[config.mk]
export PLATFORM = sky130hd
export DESIGN_NAME = serial_xcvr
export DESIGN_NICKNAME = d
export VERILOG_FILES = /design/src/rtl/sxcvr_pkg.sv /design/src/rtl/sxcvr_sync.sv /design/src/rtl/sxcvr_tx.sv /design/src/rtl/sxcvr_rx.sv /design/src/rtl/serial_xcvr.sv
export SDC_FILE = /design/constraint.sdc
export NUM_CORES = 1
export LEC_CHECK = 0
export ABC_AREA = 0
export BUFFER_PORTS_ARGS = -buffer_cell sky130_fd_sc_hd__buf_2
export CORE_ASPECT_RATIO = 1.2
export CORE_MARGIN = 2
export CORE_UTILIZATION = 45
export DETAILED_ROUTE_END_ITERATION = 12
export MAX_ROUTING_LAYER = met4
export PLACE_DENSITY = 0.75
export SYNTH_ARGS = -nofsm -noshare
export SYNTH_HDL_FRONTEND = slang
export SYNTH_SLANG_ARGS = --single-unit
[constraint.sdc]
create_clock -name clk -period 2.3 [get_ports clk]
set_clock_uncertainty 0.05 [all_clocks]
set_input_delay 0.115 -clock clk [delete_from_list [all_inputs] [get_ports clk]]
set_output_delay 0.115 -clock clk [all_outputs]
set_load 0.05 [all_outputs]
[src/rtl/sxcvr_pkg.sv]
package sxcvr_pkg;

    localparam int DW = 9;
    localparam int LW = 4;

    typedef enum logic [2:0] {
        LN_IDLE,
        LN_START,
        LN_DATA,
        LN_PAR,
        LN_STOP
    } ln_state_t;

    typedef struct packed {
        logic [LW-1:0] len;
        logic          par_en;
        logic          par_odd;
        logic          stop2;
    } fmt_t;

    function automatic fmt_t decode_fmt(logic [1:0] par_code, logic two_stop,
                                        logic [2:0] size_code);
        fmt_t f;
        case (size_code)
            3'b000:  f.len = LW'(5);
            3'b001:  f.len = LW'(6);
            3'b010:  f.len = LW'(7);
            3'b111:  f.len = LW'(9);
            default: f.len = LW'(8);
        endcase
        f.par_en  = par_code[1];
        f.par_odd = par_code[0];
        f.stop2   = two_stop;
        return f;
    endfunction

    function automatic logic [DW-1:0] len_mask(logic [LW-1:0] len);
        logic [DW-1:0] m;
        for (int i = 0; i < DW; i++) begin
            m[i] = (i < int'(len));
        end
        return m;
    endfunction

    function automatic logic parity_of(logic [DW-1:0] d, logic [LW-1:0] len,
                                       logic odd);
        return (^(d & len_mask(len))) ^ odd;
    endfunction

endpackage

[src/rtl/sxcvr_sync.sv]
module sxcvr_sync #(
    parameter int STAGES = 2
) (
    input  logic clk,
    input  logic rst,
    input  logic d,
    output logic q
);
    logic [STAGES-1:0] chain;

    always_ff @(posedge clk) begin
        if (rst) chain <= '1;
        else     chain <= {chain[STAGES-2:0], d};
    end

    assign q = chain[STAGES-1];
endmodule

[src/rtl/sxcvr_tx.sv]
module sxcvr_tx
    import sxcvr_pkg::*;
#(
    parameter int OS = 16
) (
    input  logic          clk,
    input  logic          rst,
    input  logic          os_tick,
    input  fmt_t          fmt_in,
    input  logic [DW-1:0] data_in,
    input  logic          valid_in,
    output logic          ready_out,
    output logic          txd
);
    localparam int CW = $clog2(OS);
    localparam logic [CW-1:0] CNT_LAST = CW'(OS - 1);

    ln_state_t     state;
    logic [CW-1:0] cnt;
    logic [LW-1:0] bit_idx;
    logic [DW-1:0] shreg;
    fmt_t          fmt_q;
    logic          par_bit;
    logic          stop_left;

    always_ff @(posedge clk) begin
        if (rst) begin
            state     <= LN_IDLE;
            cnt       <= '0;
            bit_idx   <= '0;
            shreg     <= '0;
            fmt_q     <= '0;
            par_bit   <= 1'b0;
            stop_left <= 1'b0;
        end else if (state == LN_IDLE) begin
            if (valid_in) begin
                shreg     <= data_in & len_mask(fmt_in.len);
                fmt_q     <= fmt_in;
                par_bit   <= parity_of(data_in, fmt_in.len, fmt_in.par_odd);
                stop_left <= fmt_in.stop2;
                cnt       <= '0;
                bit_idx   <= '0;
                state     <= LN_START;
            end
        end else if (os_tick) begin
            if (cnt == CNT_LAST) begin
                cnt <= '0;
                case (state)
                    LN_START: state <= LN_DATA;
                    LN_DATA: begin
                        shreg   <= shreg >> 1;
                        bit_idx <= bit_idx + LW'(1);
                        if (bit_idx == fmt_q.len - LW'(1))
                            state <= fmt_q.par_en ? LN_PAR : LN_STOP;
                    end
                    LN_PAR:  state <= LN_STOP;
                    LN_STOP: begin
                        if (stop_left) stop_left <= 1'b0;
                        else           state     <= LN_IDLE;
                    end
                    default: state <= LN_IDLE;
                endcase
            end else begin
                cnt <= cnt + CW'(1);
            end
        end
    end

    always_comb begin
        case (state)
            LN_START: txd = 1'b0;
            LN_DATA:  txd = shreg[0];
            LN_PAR:   txd = par_bit;
            default:  txd = 1'b1;
        endcase
    end

    assign ready_out = (state == LN_IDLE);

    p_accept_r11: assert property (@(posedge clk) disable iff (rst)
        $fell(ready_out) |-> $past(valid_in));

    p_start_low_r2: assert property (@(posedge clk) disable iff (rst)
        $fell(ready_out) |-> !txd);

    p_line_hold_r10: assert property (@(posedge clk) disable iff (rst)
        (!ready_out && !os_tick) |=> $stable(txd));

endmodule

[src/rtl/sxcvr_rx.sv]
module sxcvr_rx
    import sxcvr_pkg::*;
#(
    parameter int OS = 16
) (
    input  logic          clk,
    input  logic          rst,
    input  logic          os_tick,
    input  logic          rx_s,
    input  logic [LW-1:0] len_in,
    input  logic          par_en_in,
    input  logic          par_odd_in,
    output logic [DW-1:0] data_out,
    output logic          valid_out,
    output logic          par_err_out,
    output logic          frm_err_out
);
    localparam int CW = $clog2(OS);
    localparam logic [CW-1:0] CNT_LAST = CW'(OS - 1);
    localparam logic [CW-1:0] CNT_HALF = CW'(OS / 2 - 1);

    ln_state_t     state;
    logic [CW-1:0] cnt;
    logic [LW-1:0] bit_idx;
    logic [DW-1:0] acc;
    logic [LW-1:0] len_q;
    logic          par_en_q;
    logic          par_odd_q;
    logic          par_rx;
    logic          prev;

    always_ff @(posedge clk) begin
        if (rst) begin
            state       <= LN_IDLE;
            cnt         <= '0;
            bit_idx     <= '0;
            acc         <= '0;
            len_q       <= LW'(8);
            par_en_q    <= 1'b0;
            par_odd_q   <= 1'b0;
            par_rx      <= 1'b0;
            prev        <= 1'b0;
            data_out    <= '0;
            valid_out   <= 1'b0;
            par_err_out <= 1'b0;
            frm_err_out <= 1'b0;
        end else begin
            valid_out <= 1'b0;
            if (os_tick) begin
                prev <= rx_s;
                if (state == LN_IDLE) begin
                    if (prev && !rx_s) begin
                        state     <= LN_START;
                        cnt       <= '0;
                        bit_idx   <= '0;
                        acc       <= '0;
                        len_q     <= len_in;
                        par_en_q  <= par_en_in;
                        par_odd_q <= par_odd_in;
                    end
                end else if (state == LN_START) begin
                    if (cnt == CNT_HALF) begin
                        cnt   <= '0;
                        state <= rx_s ? LN_IDLE : LN_DATA;
                    end else begin
                        cnt <= cnt + CW'(1);
                    end
                end else if (cnt == CNT_LAST) begin
                    cnt <= '0;
                    case (state)
                        LN_DATA: begin
                            acc[bit_idx] <= rx_s;
                            bit_idx      <= bit_idx + LW'(1);
                            if (bit_idx == len_q - LW'(1))
                                state <= par_en_q ? LN_PAR : LN_STOP;
                        end
                        LN_PAR: begin
                            par_rx <= rx_s;
                            state  <= LN_STOP;
                        end
                        default: begin
                            data_out    <= acc;
                            valid_out   <= 1'b1;
                            par_err_out <= par_en_q &&
                                           (par_rx != parity_of(acc, len_q, par_odd_q));
                            frm_err_out <= !rx_s;
                            state       <= LN_IDLE;
                        end
                    endcase
                end else begin
                    cnt <= cnt + CW'(1);
                end
            end
        end
    end

    p_pulse_r12: assert property (@(posedge clk) disable iff (rst)
        valid_out |=> !valid_out);

    p_zero_fill_r9: assert property (@(posedge clk) disable iff (rst)
        valid_out |-> ((data_out & ~len_mask(len_q)) == '0));

    p_no_par_err_r4: assert property (@(posedge clk) disable iff (rst)
        (valid_out && !par_en_q) |-> !par_err_out);

    p_hold_r12: assert property (@(posedge clk) disable iff (rst)
        !valid_out |-> ($stable(data_out) && $stable(frm_err_out)));

endmodule

[src/rtl/serial_xcvr.sv]
module serial_xcvr
    import sxcvr_pkg::*;
#(
    parameter int OS          = 16,
    parameter int SYNC_STAGES = 2
) (
    input  logic          clk,
    input  logic          rst,
    input  logic          os_tick,
    input  logic [1:0]    cfg_parity,
    input  logic          cfg_two_stop,
    input  logic [2:0]    cfg_size,
    input  logic [DW-1:0] tx_data,
    input  logic          tx_valid,
    output logic          tx_ready,
    output logic          txd,
    input  logic          rxd,
    output logic [DW-1:0] rx_data,
    output logic          rx_valid,
    output logic          rx_parity_err,
    output logic          rx_frame_err
);
    fmt_t fmt;
    logic rx_s;

    assign fmt = decode_fmt(cfg_parity, cfg_two_stop, cfg_size);

    sxcvr_tx #(.OS(OS)) u_tx (
        .clk       (clk),
        .rst       (rst),
        .os_tick   (os_tick),
        .fmt_in    (fmt),
        .data_in   (tx_data),
        .valid_in  (tx_valid),
        .ready_out (tx_ready),
        .txd       (txd)
    );

    sxcvr_sync #(.STAGES(SYNC_STAGES)) u_sync (
        .clk (clk),
        .rst (rst),
        .d   (rxd),
        .q   (rx_s)
    );

    sxcvr_rx #(.OS(OS)) u_rx (
        .clk         (clk),
        .rst         (rst),
        .os_tick     (os_tick),
        .rx_s        (rx_s),
        .len_in      (fmt.len),
        .par_en_in   (fmt.par_en),
        .par_odd_in  (fmt.par_odd),
        .data_out    (rx_data),
        .valid_out   (rx_valid),
        .par_err_out (rx_parity_err),
        .frm_err_out (rx_frame_err)
    );

    p_idle_line_r1: assert property (@(posedge clk) disable iff (rst)
        tx_ready |-> txd);

endmodule

# == After elaboration in Yosys (flattened, before gate mapping) ==
# Index checks and enable logic that the tools add are counted.
# classes
addsub,6
div_mod_pow,0
n_eq_ne,23
n_shift,0
n_mul,0
n_mux,55
bitwise,9
reduce_logical,29
order_cmp,20
# op_table
op,count
$mux 9,10
$mux 4,17
$mux 3,14
$lt 3x4->1 const A,8
$reduce_and 5->1,5
$and 9x9->9,2
$reduce_xor 9->1,2
$add 4x1->4 const B,4
$lt 1x4->1 const A,4
$lt 2x4->1 const A,4
$pmux 4 s4,1
$eq 3x2->1 const B,5
$pmux 3 s4,1
$reduce_bool 2->1,6
$bwmux 9,1
$eq 3x1->1 const B,3
$logic_not 3->1,3
$eq 4x4->1,2
$eq 4x4->1 const B,2
$lt 4x4->1 const A,2
$reduce_and 4->1,2
$sub 4x1->4 const B,2
$mux 1,7
$eq 3x3->1 const B,2
22 further kinds,33
# totals
mem_count,0
in_bits,20
regBits,69
rom_bits,0
out_inout_bits,14
latch_bits,0
word_cells,164
mem_bits_rw,0

# == Longest topological paths before layout ==
# Gate-level depths: netlist of the first run.
# depth
ltp_word,9
mapped_depth,10
depth_no_buf,8

# == Modules after synthesis ==
# From an unflattened synthesis of the first run, not the netlist that was laid out.
# unflattened
hier_cells,461
area_unflattened_um2,3773.6
# modules_own_cells
mod,seq_area_each_um2,area_each_um2,cells_each,instances
sxcvr_rx,800.8,2068.2,247,1
sxcvr_tx,540.5,1617.8,204,1
sxcvr_sync,40.0,52.6,4,1
serial_xcvr,0.0,35.0,6,1

# == Least setup slack after synthesis of the first run ==
# OpenSTA, ideal clock, no wires.
# synth_path
path_kind,register -> register
startpoint,reg u_rx.len_q[0]
endpoint,reg u_rx.par_err_out
setup_slack_ps,302
t_arrival_ps,1886
stages_incl_launch_ff,9
setup_time_ps,62
n_path_buf,0
required_time_ps,2188
period_less_slack_ps,1998
path_cell_list,dfxtp_1 > inv_1 > ha_1 > nand2b_1 > a21oi_1 > a32o_1 > xnor3_1 > or3b_1 > nand3_1
# synth_between
elab_chain_len,6
elab_cells_between_ends,14
classes_between,order compare (9); eq/ne (1); bitwise (2); reduce/logical (2)
# synth_lines
element,line_no,source
"start, declared",sxcvr_rx.sv:26,logic [LW-1:0] len_q;
"start signal, assigned",sxcvr_rx.sv:57,len_q <= len_in;
"$lt 1x4->1, or another cell as far along",sxcvr_pkg.sv:40,m[i] = (i < int'(len));
$and 9x9->9 (*),sxcvr_pkg.sv:47,return (^(d & len_mask(len))) ^ odd;
$reduce_xor 9->1 (*),sxcvr_pkg.sv:47,
$xor 1x1->1 (*),sxcvr_pkg.sv:47,
$ne 1x1->1 (*),sxcvr_rx.sv:85,"(par_rx != parity_of(acc, len_q, par_odd_q));"
$logic_and 1x1->1 (*),sxcvr_rx.sv:84,par_err_out <= par_en_q &&
"end signal, assigned",sxcvr_rx.sv:84,
"end, declared",sxcvr_rx.sv:15,"output logic par_err_out,"
# Mark *: on every way between the ends. The rest lies on a longest branch, timed or not.
# A chain may end at the register's enable or synchronous reset.

# == Worst setup path after layout of the first run ==
# Ends and elaborated chain as after synthesis.

==> flow_summary.yaml, run 1 <==
run_status:
  status: "complete, no violations"
setup_path:
  worstPathRequired_ns: 2.54
  path_max_fanout: 5
  critical_path.cell_chain: "inv_1, ha_1, nand2b_1, a21oi_1, a32o_1, xnor3_1, or3b_1, nand3_1"
  max_stage_delay_ns: 0.41
  reg2reg_depth: 8
  critical_path_class: "register to register"
  cp-end-kind: "register"
  cp_slowest_cell: "dfxtp_1"
  crit_arrival_ns: 2.40
  start_kind: "register"
  rrSetupSlack_ns: 0.14
die:
  io_pins: 34
  initial_core_util_pct: 46.9
  rows: 35
  chipWidth_um: 86.0
  fp.coreArea_um2: 7750
  dieArea_um2: 8810
  die_y_um: 102
synth:
  syn_area_per_cell_um2: 8.32
  ys_seq_elements: 69
  yosysSeqAreaShare_pct: 38.0
  synth-edff-count: 0
  yosysWarnings: 0
  synthCells: 437
  ys_types: 57
  synthesis.area_um2: 3630
  async_flop_share_pct: 0
  synth_flop_cell: "dfxtp_1"
  synth_nets: 469
cells_and_area:
  antenna_cells: 0
  final_common_cell: "dfxtp_1"
  multi_input_area_um2: 2040
  num-fill-cells: 745
  mostFrequentLayoutCells: "dfxtp_1, nor2_1, nand2_1"
  fin_area_um2: 4040
  ff_latch_area_um2: 1380
  layout-drive-gt1-share_pct: 16.1
  layout.nets: 500
  area_growth_pct: 11.0
global_routing:
  overflow: 0
  grt_pass1_wl_um: 13100
  antenna_found_initial: 0
  grt_pass1_vias: 2826
  grt_max_degree: 32
  grtUsageTotal_pct: 19.2
power:
  combPwrFrac_pct: 30.6
  p_int_uw: 2090
  p_leak_uw: 0.00161
  cellPowerDensity_nw_per_um2: 790
  ir_worst_vdd_mv: 0.503
  sequentialPowerShare_pct: 43.2
  power_uw: 3190
  p_switching_uw: 1100
  swShare_pct: 34.6
  clockPowerShare_pct: 26.2
place:
  post_dp_cell_area_um2: 3830
  gp_congestion: 0.818
  dp_slack_ns: 0.144
  dp_hpwl_um: 5720
  port_buffers: 33
min_path:
  min_path_cells: 3
  hp-class: "primary input to register"
drt:
  wl_per_cell_um: 13.9
  drtPass1Iterations: 5
  routed_wl_um: 7840
  drc: 0
  via_count: 3077
  drt-vias-per-instance: 5.46
  drtIter0Drc: 179
  ant_nets: 0
clock_network:
  root_buffer: "clkbuf_8"
  clock_sinks: 69
  cts_buffers: 9
  cts.path.max_buffers: 2
  post_cts_buffers: 0
  h-tree-depth: 3
  clk_pin_slew_ns: 0.07
  cts_tree: "built"
  insertion_delay_ns: 0.34
job:
  max_cap_violations: 0
timing:
  worst_slack_ns: 0.137
  rsz0062_at_grt: "no"
  finalCritPeriodShare_pct: 94.0
  tns_ns: 0
  finalMaxSlewViolations: 0
  max-slew-margin-rel_pct: 66.8
  final.min_clock_period_ns: 2.16
  hold_violations: 0
  setup_viol: 0
  fmax_mhz: 462
  worst_pin_slew_ns: 0.498
-- path summary, 6_finish.rpt --
| path | start | to |
|---|---|---|
| setup / recovery | u_rx.len_q[0] | u_rx.par_err_out |
| hold / removal | tx_data[2] | u_tx.shreg[2] |
| setup reg to reg | u_rx.len_q[0] | u_rx.par_err_out |
| hold reg to reg | u_sync.chain[0] | u_sync.chain[1] |
-- registers in the layout, indices dropped and copies added, names as in the netlist, 2 cells and up --
| register | flops |
|---|---|
| u_rx.data_out | 9 |
| u_rx.len_q | 4 |
| u_tx.state | 3 |
| u_rx.cnt | 4 |
| u_sync.chain | 2 |
| u_rx.state | 3 |
| u_rx.acc | 9 |
| u_tx.cnt | 4 |
| u_rx.bit_idx | 4 |
| u_tx.shreg | 9 |
| u_tx.fmt_q | 5 |
| u_tx.bit_idx | 4 |
-- cell type report --
type / instances / share of cell area [%]
clock buffer: 13 / 3.69
clock inverter: 2 / 0.248
inverter: 14 / 1.33
multi-input combinational: 327 / 50.7
sequential: 69 / 34.3
tap: 92 / 2.85
timing repair buffer: 47 / 6.95
-- logic make-up (layout without fill, tap and decap cells) --
| family | Yosys count | in the layout | synth area share [%] |
|---|---|---|---|
| fa+ha+maj | 12 | 12 | 4.13 |
| buf+inv | 41 | 76 | 5.75 |
| xor+xnor | 31 | 31 | 8.23 |
| compound gates | 89 | 89 | 16.9 |
| mux | 12 | 12 | 3.30 |
| simple gates | 183 | 183 | 23.6 |
| flops | 69 | 69 | 38.0 |
-- power groups by stage --
stage          sequential, uW  clock (uW)  combinational (uW)
2_1_floorplan            1380           0                 870
3_3_place_gp             1390           0                 940
3_5_place_dp             1400           0                 968
4_1_cts                  1370         854                 977
5_1_grt                  1390         906                1080
6_report                 1380         835                 976
-- through the flow --
stage          util, %  hold slack [ns]  cells
3_5_place_dp      49.5            0.250    545
3_3_place_gp      49.5            0.251    545
6_report          52.1           0.0230    564
5_1_grt           52.1           0.0301    564
2_1_floorplan        -            0.169    437
4_1_cts           52.0           0.0152    564
-- layer usage --
layer	vias to the layer above	wire length, um	track usage [%]
li1	1566	-	-
met4	0	115	7.33
met2	71	3740	31.0
met1	1428	3620	23.5
met5	-	0	-
met3	12	364	4.20
-- critical path, delay by kind of cell, from the launching register on --
kind	cells	cell delay (ns)
AO/OA/AOI/OAI	2	0.30
flip-flops	1	0.41
adder cells (fa/ha/maj)	1	0.24
buffers and inverters	1	0.11
XOR/XNOR	1	0.39
AND/OR/NAND/NOR	3	0.60
-- Yosys cell counts (3+ instances only) --
cell	number	area (um^2)
dfxtp_1	69	1380
nor2_1	62	233
nand2_1	61	229
a21oi_1	36	180
xnor2_1	20	175
nand3_1	17	85.1
clkbuf_1	15	56.3
inv_1	13	48.8
ha_1	12	150
mux2i_1	12	120
o21ai_0	10	50.1
a211oi_1	9	67.6
nor3_1	9	45.0
xor2_1	9	78.8
buf_2	6	30.0
a311oi_2	5	75.1
nand4_1	5	31.3
a31oi_1	4	25.0
buf_6	4	45.0
nand2b_1	4	25.0
o31ai_1	4	30.0
nand3b_1	3	22.5
o311ai_0	3	26.3
or2_2	3	18.8
-- what timing repair did --
action	CTS	global route
resized for setup	0	1
hold buffers	4	0
hold endpoints to repair	4	0
endpoints found under the setup margin	0	1
No activity file was read; power rests on OpenSTA's default activity.
==> inputs of run 2 (changes only) <==
--- a/config.mk
+++ b/config.mk
@@ -7,12 +7,12 @@
 export LEC_CHECK = 0
 export ABC_AREA = 0
 export BUFFER_PORTS_ARGS = -buffer_cell sky130_fd_sc_hd__buf_2
-export CORE_ASPECT_RATIO = 1.2
 export CORE_MARGIN = 2
 export CORE_UTILIZATION = 45
 export DETAILED_ROUTE_END_ITERATION = 12
 export MAX_ROUTING_LAYER = met4
-export PLACE_DENSITY = 0.75
+export PLACE_DENSITY_LB_ADDON = 0.2
+export RECOVER_POWER = 100
 export SYNTH_ARGS = -nofsm -noshare
 export SYNTH_HDL_FRONTEND = slang
 export SYNTH_SLANG_ARGS = --single-unit
==> flow_summary.yaml, run 2 (synthesis gave the netlist of run 1 again) <==
min_path:
  hold_start: "cfg_parity[0]"
  min_path_cells: 3
  hold_end: "u_rx.par_odd_q"
  hp-class: "primary input to register"
setup_path:
  reg2reg_from: "u_rx.len_q[0]"
  start_kind: "register"
  cp-end-kind: "register"
  cp_slowest_cell: "dfxtp_1"
  max_stage_delay_ns: 0.42
  crit_arrival_ns: 2.42
  worstPathRequired_ns: 2.54
  critical_path_class: "register to register"
  r2r-end: "u_rx.par_err_out"
  reg2reg_depth: 8
  path_max_fanout: 5
  critPathLaunch: "u_rx.len_q[0]"
  rrSetupSlack_ns: 0.13
  critical_path.cell_chain: "inv_1, ha_1, nand2b_1, a21oi_1, a32o_1, xnor3_1, or3b_1, nand3_1"
clock_network:
  cts.path.max_buffers: 2
  root_buffer: "clkbuf_8"
  cts_buffers: 9
  h-tree-depth: 3
  post_cts_buffers: 0
  clock_sinks: 69
  cts_tree: "built"
  insertion_delay_ns: 0.35
  clk_pin_slew_ns: 0.07
cells_and_area:
  antenna_cells: 0
  reg.largest.list: "u_rx.acc x9, u_rx.data_out x9, u_tx.shreg x9"
  layout-drive-gt1-share_pct: 11.7
  final_common_cell: "dfxtp_1"
  mostFrequentLayoutCells: "dfxtp_1, nor2_1, nand2_1"
  area_growth_pct: 10.8
  fin_area_um2: 4030
  layout.nets: 497
drt:
  drtIter0Drc: 137
  drc: 0
  routed_wl_um: 7680
  wl_per_cell_um: 13.4
  drt-vias-per-instance: 5.23
  via_count: 2990
  drtPass1Iterations: 4
  ant_nets: 0
timing:
  setup_viol: 0
  finalCritPeriodShare_pct: 94.5
  worst_pin_slew_ns: 0.693
  hold_violations: 0
  tns_ns: 0
  max-slew-margin-rel_pct: 53.8
  rsz0062_at_grt: "no"
  finalMaxSlewViolations: 0
  fmax_mhz: 460
  final.min_clock_period_ns: 2.17
place:
  dp_hpwl_um: 5460
  port_buffers: 33
  gp_congestion: 0.854
  post_dp_cell_area_um2: 3840
job:
  max_cap_violations: 0
power:
  swShare_pct: 33.8
  ir_worst_vdd_mv: 0.408
  p_switching_uw: 1140
  sequentialPowerShare_pct: 40.5
  p_int_uw: 2230
  clockPowerShare_pct: 32.2
  p_leak_uw: 0.00155
  cellPowerDensity_nw_per_um2: 837
  combPwrFrac_pct: 27.3
global_routing:
  grt_pass1_vias: 2727
  antenna_found_initial: 0
  grt_pass1_wl_um: 13100
  overflow: 0
  grtUsageTotal_pct: 19.2
  grt_max_degree: 45
die:
  dieArea_um2: 8810
  io_pins: 34
  fp.coreArea_um2: 7770
  initial_core_util_pct: 46.8
  die_y_um: 93.9
  chipWidth_um: 93.9
  rows: 32
run_status:
  status: "complete, no violations"
-- run 2: cell types whose count changed in the layout (fill, tap and decap cells not counted), moves of 2 or more --
cell        previous run  this run
a311oi_1               1         3
a311oi_2               5         3
buf_2                 33        19
buf_4                 10         2
bufinv_16              0         2
clkbuf_1               3        18
clkinvlp_4             0         2
nor4b_1                0         2
nor4b_2                2         0
-- run 2: timing repair --
item	4_1_cts	5_1_grt
hold buffers	3	0
hold endpoints to repair	4	0
setup endpoints to repair	0	1
gates resized for setup	0	1
-- run 2: worst max-delay path by stage --
stage | slack [ns] | end
floorplan | 0.30 | u_rx.par_err_out
global placement | 0.24 | u_rx.par_err_out
global route | 0.007 | u_rx.par_err_out
detailed placement | 0.16 | u_rx.par_err_out
finish | 0.13 | u_rx.par_err_out
CTS | 0.13 | u_rx.par_err_out
-- run 2: worst max-delay path: cells and delay by family, from the launching register on --
family,cells,cell delay (ns)
flip-flops,1,0.42
AND/OR/NAND/NOR,3,0.61
XOR/XNOR,1,0.39
buffers and inverters,1,0.11
adder cells (fa/ha/maj),1,0.24
AO/OA/AOI/OAI,2,0.31
-- run 2: metrics by stage --
step	std cells	worst slack (ns)	util (%)	total power (uW)	hold WS, ns
5_1_grt	572	0.00679	51.9	3570	0.0282
4_1_cts	572	0.130	52.6	3450	0.00722
3_3_place_gp	553	0.235	49.5	2340	0.248
3_5_place_dp	553	0.156	49.5	2360	0.252
2_1_floorplan	437	0.302	-	2250	0.169
6_report	572	0.126	51.9	3370	0.00858
-- run 2: per-layer routing --
metal / vias up / share of wire (%) / global-route usage (%)
met2: 46 / 43 / 27.7
met1: 1372 / 52 / 26.8
met3: 9 / 3.5 / 4.09
li1: 1563 / - / -
met5: - / 0 / -
met4: 0 / 1.3 / 6.52
-- run 2: area by class of cell --
class,count,area [um^2]
Timing Repair Buffer,44,233
Inverter,14,53.8
Sequential cell,69,1380
Tap cell,102,128
Clock buffer,9,124
Clock inverter,7,90.1
Fill cell,790,3740
Multi-Input combinational cell,327,2020
-- run 2: power groups by stage --
stage          logic (uW)  clock network [uW]  registers [uW]
6_report              920                1090            1370
4_1_cts               967                1110            1370
2_1_floorplan         870                   0            1380
5_1_grt              1020                1170            1380
3_5_place_dp          960                   0            1400
3_3_place_gp          946                   0            1390
==> inputs of run 3 (changes only) <==
--- a/config.mk
+++ b/config.mk
@@ -8,7 +8,7 @@
 export ABC_AREA = 0
 export BUFFER_PORTS_ARGS = -buffer_cell sky130_fd_sc_hd__buf_2
 export CORE_MARGIN = 2
-export CORE_UTILIZATION = 45
+export CORE_UTILIZATION = 35
 export DETAILED_ROUTE_END_ITERATION = 12
 export MAX_ROUTING_LAYER = met4
 export PLACE_DENSITY_LB_ADDON = 0.2
==> constraint.sdc (replaced) <==
create_clock -name clk -period 2.3 [get_ports clk]
set_clock_uncertainty 0.05 [all_clocks]
set_input_delay 0 -clock clk [delete_from_list [all_inputs] [get_ports clk]]
set_output_delay 0 -clock clk [all_outputs]
set_load 0.05 [all_outputs]
==> flow_summary.yaml, run 3 (synthesis gave the netlist of run 1 again) <==
clock_network:
  root_buffer: "clkbuf_8"
  cts_tree: "built"
  clock_sinks: 69
  cts.path.max_buffers: 2
  cts_buffers: 9
  insertion_delay_ns: 0.35
  clk_pin_slew_ns: 0.08
  post_cts_buffers: 0
  h-tree-depth: 3
die:
  die_y_um: 106
  dieArea_um2: 11200
  chipWidth_um: 106
  fp.coreArea_um2: 10200
  rows: 37
  io_pins: 34
  initial_core_util_pct: 35.7
setup_path:
  critical_path.cell_chain: "or3_1, clkinvlp_2, and2_2, o21a_4, nand4_1, xor2_1, nor3_2"
  reg2reg_from: "u_tx.state[0]"
  cp_slowest_cell: "or3_1"
  r2r-end: "u_tx.bit_idx[3]"
  path_max_fanout: 15
  cp-end-kind: "register"
  worstPathRequired_ns: 2.47
  critical_path_class: "register to register"
  start_kind: "register"
  max_stage_delay_ns: 0.43
  rrSetupSlack_ns: 0.15
  crit_arrival_ns: 2.33
  reg2reg_depth: 7
drt:
  wl_met3_um: 203
  top_layer: "met4"
  drtIter0Drc: 143
  drtPass1Iterations: 4
  via_count: 3020
  drc: 0
  ant_nets: 0
  met2_wirelength_um: 3460
  routed_wl_um: 8060
  drt-met1-wl_um: 4230
  drt-vias-per-instance: 4.89
  wl_per_cell_um: 13.1
global_routing:
  grtUsageTotal_pct: 15.5
  grt_pass1_vias: 2865
  antenna_found_initial: 0
  grt_max_degree: 27
  grt_pass1_wl_um: 13700
  overflow: 0
timing:
  tns_ns: 0
  finalCritPeriodShare_pct: 93.6
  final.min_clock_period_ns: 2.15
  hold_violations: 0
  worst_pin_slew_ns: 0.701
  rsz0062_at_grt: "no"
  max-slew-margin-rel_pct: 53.3
  setup_viol: 0
  whs_ns: 0.00436
  finalMaxSlewViolations: 0
  fmax_mhz: 464
job:
  max_cap_violations: 0
cells_and_area:
  num-fill-cells: 1065
  layout.nets: 508
  ff_latch_area_um2: 1380
  layout-drive-gt1-share_pct: 12.5
  antenna_cells: 0
  multi_input_area_um2: 2030
  final_common_cell: "dfxtp_1"
  mostFrequentLayoutCells: "dfxtp_1, nor2_1, nand2_1"
  area_growth_pct: 14.1
  reg.largest.list: "u_rx.acc x9, u_rx.data_out x9, u_tx.shreg x9"
place:
  port_buffers: 33
  gp_congestion: 0.829
  dp_hpwl_um: 5830
min_path:
  hold_end: "u_rx.len_q[1]"
  hp-class: "primary input to register"
  hold_start: "rst"
  min_path_cells: 2
run_status:
  status: "complete, no violations"
power:
  p_leak_uw: 0.00159
  power_uw: 3300
  cellPowerDensity_nw_per_um2: 795
  ir_worst_vdd_mv: 0.277
## run 3: cell type report
type	count	share of cell area, %
clock buffers	11	3.41
clock inverters	5	1.21
inverters	14	1.30
multi-input cells	327	48.9
flip-flops and latches	69	33.4
well taps	136	4.10
repair buffers	55	7.69
## run 3: timing repair
action,CTS,global route
hold buffers,11,0
endpoints found under the setup margin,0,1
hold endpoints to repair,12,0
resized for setup,0,4
## run 3: worst max path at each step
stage	depth (start not counted)	endpoint	slack, ns	startpoint
finish	7	u_tx.bit_idx[3]	0.15	u_tx.state[0]
global route	8	u_rx.par_err_out	0.001	u_rx.len_q[0]
CTS	8	u_rx.par_err_out	0.13	u_rx.len_q[0]
detailed placement	8	u_rx.par_err_out	0.16	u_rx.len_q[0]
global placement	8	u_rx.par_err_out	0.22	u_rx.len_q[0]
floorplan	8	u_rx.par_err_out	0.30	u_rx.len_q[0]
## run 3: critical path, delay by kind of cell (launching register included)
kind / cells / cell delay, ns
xor+xnor: 1 / 0.19
flops: 1 / 0.32
simple gates: 4 / 1.00
compound gates: 1 / 0.31
buf+inv: 1 / 0.16
## run 3: routing by layer
layer	track usage (%)	vias to the layer above
met5	-	-
met4	6.20	0
met3	1.84	15
met2	23.7	50
met1	21.1	1372
li1	-	1583
## run 3: through the flow
stage                     instance area [um^2]  util, %  std cells  setup slack, ns
after floorplan                           3630        -        437            0.302
after global placement                    3900     38.3        590            0.223
after detailed placement                  3900     38.3        590            0.161
after CTS                                 4200     41.2        617            0.135
after global routing                      4150     40.7        617          0.00145
final                                     4150     40.7        617            0.147
## run 3: where the power goes
part	switching (uW)	internal (uW)	total [uW]
clock network	463	524	987
logic	602	341	943
registers	67.7	1300	1370
